## src/rtl/line_activation_ctrl.sv

```systemverilog
module line_activation_ctrl (
  input  logic       clk,
  input  logic       rst_n,
  input  logic       cmd_valid,
  input  logic [2:0] cmd_code,
  input  logic       mode_nt,
  input  logic [2:0] rx_info,
  output logic [2:0] tx_info,
  output logic       analog_en,
  output logic       lsd_en,
  output logic       bd_en,
  output logic       line_sync,
  output logic       act_done,
  output logic       deact_evt,
  output logic       pend_evt
);

  localparam logic [2:0] CMD_UP    = 3'd0;
  localparam logic [2:0] CMD_DOWN  = 3'd1;
  localparam logic [2:0] CMD_ACT   = 3'd2;
  localparam logic [2:0] CMD_REL   = 3'd3;
  localparam logic [2:0] CMD_FORCE = 3'd4;

  typedef enum logic [3:0] {
    ST_OFF, ST_IDLE, ST_NT_I2, ST_NT_ACT, ST_NT_F2, ST_NT_REL,
    ST_TE_I1, ST_TE_I3, ST_TE_ACT
  } st_t;

  st_t  state, nxt;
  logic pend_seen;

  wire c_up    = cmd_valid && cmd_code == CMD_UP;
  wire c_down  = cmd_valid && cmd_code == CMD_DOWN;
  wire c_act   = cmd_valid && cmd_code == CMD_ACT;
  wire c_rel   = cmd_valid && cmd_code == CMD_REL;
  wire c_force = cmd_valid && cmd_code == CMD_FORCE;

  wire nt_live = state inside {ST_NT_I2, ST_NT_ACT, ST_NT_F2};
  wire up_now  = state inside {ST_NT_ACT, ST_NT_F2, ST_TE_ACT};

  always_comb begin
    nxt = state;
    if (c_down)
      nxt = ST_OFF;
    else if (c_up)
      nxt = ST_IDLE;
    else if (state != ST_OFF) begin
      if (c_act && state == ST_IDLE)
        nxt = mode_nt ? ST_NT_I2 : ST_TE_I1;
      else if (c_act && state == ST_NT_F2)
        nxt = ST_NT_ACT;
      else if (c_rel && mode_nt && nt_live)
        nxt = ST_NT_REL;
      else if (c_force && mode_nt && state == ST_NT_ACT)
        nxt = ST_NT_F2;
      else begin
        case (state)
          ST_NT_I2:  if (rx_info == 3'd3) nxt = ST_NT_ACT;
          ST_NT_ACT,
          ST_NT_F2,
          ST_TE_ACT,
          ST_NT_REL: if (rx_info == 3'd0) nxt = ST_IDLE;
          ST_TE_I1:  if (rx_info == 3'd2) nxt = ST_TE_I3;
          ST_TE_I3:  if (rx_info == 3'd4) nxt = ST_TE_ACT;
          default:   nxt = state;
        endcase
      end
    end
  end

  always_ff @(posedge clk or negedge rst_n) begin
    if (!rst_n) begin
      state     <= ST_OFF;
      pend_seen <= 1'b0;
      act_done  <= 1'b0;
      deact_evt <= 1'b0;
      pend_evt  <= 1'b0;
    end else begin
      state     <= nxt;
      act_done  <= (nxt == ST_NT_ACT || nxt == ST_TE_ACT) && nxt != state;
      deact_evt <= nxt == ST_IDLE && !c_up && (up_now || state == ST_NT_REL);
      pend_evt  <= nxt == ST_NT_F2 && rx_info == 3'd3 && !pend_seen;
      pend_seen <= nxt == ST_NT_F2 && (pend_seen || rx_info == 3'd3);
    end
  end

  always_comb begin
    case (state)
      ST_NT_I2, ST_NT_F2:  tx_info = 3'd2;
      ST_NT_ACT:           tx_info = 3'd4;
      ST_TE_I1:            tx_info = 3'd1;
      ST_TE_I3, ST_TE_ACT: tx_info = 3'd3;
      default:             tx_info = 3'd0;
    endcase
  end

  assign analog_en = state != ST_OFF;
  assign lsd_en    = state == ST_OFF;
  assign bd_en     = state == ST_NT_ACT || state == ST_TE_ACT;
  assign line_sync = up_now;

  assert_up_idle_R2: assert property (@(posedge clk) disable iff (!rst_n)
    (c_up && !c_down) |=> (analog_en && !lsd_en && tx_info == 3'd0 && !deact_evt));

  assert_down_now_R3: assert property (@(posedge clk) disable iff (!rst_n)
    c_down |=> (!analog_en && lsd_en && tx_info == 3'd0 && !deact_evt && !bd_en));

  assert_act_pulse_R4: assert property (@(posedge clk) disable iff (!rst_n)
    act_done |-> (bd_en && line_sync) ##1 !act_done);

  assert_bearer_level_R5: assert property (@(posedge clk) disable iff (!rst_n)
    bd_en |-> (tx_info == 3'd4 || tx_info == 3'd3));

  assert_force_hold_R7: assert property (@(posedge clk) disable iff (!rst_n)
    (c_force && mode_nt && tx_info == 3'd4) |=> (tx_info == 3'd2 && !bd_en && line_sync));

  assert_pend_once_R8: assert property (@(posedge clk) disable iff (!rst_n)
    pend_evt |-> (tx_info == 3'd2 && line_sync) ##1 !pend_evt);

  assert_deact_idle_R10: assert property (@(posedge clk) disable iff (!rst_n)
    deact_evt |-> (tx_info == 3'd0 && analog_en && !bd_en && !line_sync));

  assert_off_ignores_R11: assert property (@(posedge clk) disable iff (!rst_n)
    (!analog_en && !c_up) |=> !analog_en);

endmodule

```

## config.mk

```make
export PLATFORM = sky130hd
export DESIGN_NAME = line_activation_ctrl
export DESIGN_NICKNAME = d
export VERILOG_FILES = /design/src/rtl/line_activation_ctrl.sv
export SDC_FILE = /design/constraint.sdc
export NUM_CORES = 1
export LEC_CHECK = 0
export BUFFER_PORTS_ARGS = -buffer_cell sky130_fd_sc_hd__clkbuf_2
export CORE_UTILIZATION = 55
export CTS_CLUSTER_DIAMETER = 50
export DETAILED_ROUTE_END_ITERATION = 6
export GPL_ROUTABILITY_DRIVEN = 1
export PLACE_DENSITY_LB_ADDON = 0.12
export SETUP_SLACK_MARGIN = 0.3
export SYNTH_ARGS = -nofsm -noshare
export SYNTH_HDL_FRONTEND = slang
export SYNTH_SLANG_ARGS = --single-unit
```

## constraint.sdc

```tcl
create_clock -name clk -period 2.2 [get_ports clk]
set_input_delay 0.11 -clock clk [delete_from_list [all_inputs] [get_ports clk]]
set_output_delay 0.11 -clock clk [all_outputs]
set_load 0.1 [all_outputs]
```

==> impl_metrics.toml <==
[placement]
pre_cts_ws_ps = -1.465
postPlaceCellArea_um2 = 1272
gp_congestion = 0.9292
hpwl_um = 2083
io_buffers = 19

[pwr]
seqPwrFrac = 0.429
power_uw = 347.3
leakage_uw = 0.0005569
power_density_nw_per_um2 = 249.4
vdd_drop_max_uv = 252.9
p_sw_frac = 0.3110
clkPwrFrac = 0.339
power_switching_uw = 108.0
p_comb_frac = 0.233
p_int_uw = 239.2

[grt]
overflow = 0
antenna_found_initial = 0
grt_use_total = 0.3048
grt_pass1_wl_um = 4588
grt_pass1_vias = 1027
grt_max_degree = 16

[cts]
clock-root-buffer = "clkbuf_4"
cts_buffer_depth = 2
clock_latency_ps = 260
numCtsBuffers = 3
ctsHtreeMaxLevel = 1
cts_tree = "built"
path_clk_slew_ps = 60
cts_sinks = 8

[finish]
synthToLayoutAreaGrowth_pct = 33.77
drive_gt1_frac = 0.4481
fillers = 126
n_antenna_cell = 0
fin_nets = 166
fin_util = 0.7978
design_area_um2 = 1393

[sta]
skew_ps = 9.580
worstMarginPinSlew_ps = 544.4
rsz0062_at_grt = "yes"
fin_ws_ps = 53.31
tns_ps = 0
drv_slew = 0
relSlewSlack = 0.6386
max_freq_mhz = 465.8
period_share = 0.9758
setup_viol = 0
report.final.hold_viol_count = 0
period_minus_slack_ps = 2147

[floorplanning]
die_y_um = 45.51
die_x_um = 45.51
io_pins = 20
placementRows = 15
core_area_um2 = 1745
die_area_um2 = 2071
start_util = 0.5964

[critical_path]
crit_fanout = 8
worst-path-stages = 6
path_class = "reg2reg"
arrival_ps = 2330
crit_path_start_kind = "flop"
crit_required_ps = 2390
path_cells = "or4b_4 > nor3_4 > o41ai_4 > or2_1 > nand2b_4 > nor3_2"
end_kind = "flop"
cpPeakStageDelay_ps = 590
cpLargestDelayFamily = "simple AND/OR/NAND/NOR gates"
path_buf_inv = 0
cpMaxStageDelayCell = "or4b_4"
worst-r2r-cell-count = 6

[routing]
wl_per_cell_um = 17.54
m1WireLength_um = 1330
drt-initial-drc-count = 46
avgViaCountPerCell = 6.391
routed-wl-met3_um = 160
first_pass_iters = 4
top_layer = "met4"
totalWireLength_um = 3140
vias = 1144
wl_met2_um = 1580
ant_nets = 0
drc = 0

[synthesis]
syn_avg_cell_area_um2 = 8.533
syn_area_um2 = 1041
synth.top_cell.area_share = 0.1923
synth_top_area_cell = "dfrtp_1"
synth_edf_count = 0
synthesis.nets = 132
netlist_instances = 122
synth_top_cells_by_count = "dfrtp_1 (8), nor2_1 (8), o21ai_0 (8)"
ys_ff_latch = 8
synth_seq_area_share = 0.1923
synth_warnings = 0
ys.flop_type = "dfrtp_1"
ys_top_cells_by_area = "dfrtp_1 (19%), o21ai_0 (3.8%), buf_6 (3.2%)"
ys_types = 58
synthArstFlopShare = 1.000

[worst_hold_path]
worstHoldPathType = "in2async"

[run_status]
status = "finished clean"

[job]
drv_cap = 0
[kinds of logic (layout without fill, tap and decap cells)]
kind of cell | after synthesis | after routing | share of synthesized area
DFF | 8 | 8 | 0.1923
AOI/OAI and AO/OA | 33 | 33 | 0.2668
buffers and inverters | 13 | 45 | 0.08413
xor gates and xnor gates | 3 | 3 | 0.02524
muxes | 2 | 2 | 0.02043
and+or+nand+nor | 63 | 63 | 0.4111
[sequential cells by signal (all words and copies together) (netlist names)]
register	cells
act_done	1
pend_evt	1
deact_evt	1
state	4
pend_seen	1
[what timing repair did]
action                                 in CTS  in global routing
pin swaps                                   1                  6
setup endpoints to repair                  11                  9
endpoints found under the hold margin       8                  0
resized for setup                           3                  7
buffers inserted                            2                  4
hold buffers                                1                  0
[metrics by stage]
stage	instances	hold slack, ps
after global placement	169	-43.69
after detailed placement	169	-37.54
after floorplan	122	-185.6
after CTS	175	175.7
final	179	249.4
after global routing	179	281.8
[worst paths after layout]
| kind | from | endpoint | slack [ps] |
|---|---|---|---|
| setup / recovery | state[0] | pend_seen | 50 |
| hold reg to reg | pend_seen | pend_evt | 500 |
| hold / removal | rst_n | state[1] | 250 |
| max in group asynchronous | rst_n | state[2] | 1740 |
| min in group clk | mode_nt | pend_evt | 270 |
| setup reg to reg | state[0] | pend_seen | 50 |
[cells in the final DEF (no fill, tap or decap), types with 3 or more instances in the layout]
master / synthesis / final
nor3_1: 6 / 5
dfrtp_2: 0 / 3
dfrtp_1: 8 / 5
a21oi_1: 4 / 4
and2_1: 3 / 3
clkbuf_2: 0 / 13
o21ai_2: 0 / 3
clkbuf_4: 0 / 4
buf_12: 0 / 4
buf_4: 3 / 20
nor2_1: 8 / 6
and3_1: 4 / 4
nor3_2: 2 / 3
nor2b_1: 3 / 3
nand3_1: 5 / 5
o21ai_0: 8 / 5
nand2b_1: 4 / 4
nand2_1: 5 / 4
nand3b_1: 4 / 4
[cell type report]
type                            instances  area [um2]  share of cell area
Multi-Input combinational cell        101       807.0              0.5795
Timing Repair Buffer                   39       312.8              0.2246
Sequential cell                         8       203.9              0.1465
Tap cell                               25       31.28             0.02246
Clock buffer                            3       22.52             0.01617
Inverter                                3       15.01             0.01078
[per-layer routing]
metal / vias up / global-route usage
met5: - / 0
met2: 49 / 0.5400
met1: 551 / 0.3807
met3: 9 / 0.04762
met4: 0 / 0.07273
li1: 535 / -
[power by group through the flow]
stage / Combinational [uW] / Clock, uW / Sequential, uW
4_1_cts: 77.2 / 115 / 149
5_1_grt: 87.1 / 124 / 149
6_report: 80.8 / 118 / 149
2_1_floorplan: 52.3 / 0 / 151
3_3_place_gp: 71.7 / 0 / 152
3_5_place_dp: 74.1 / 0 / 152
(Power assumes the default switching activity.)
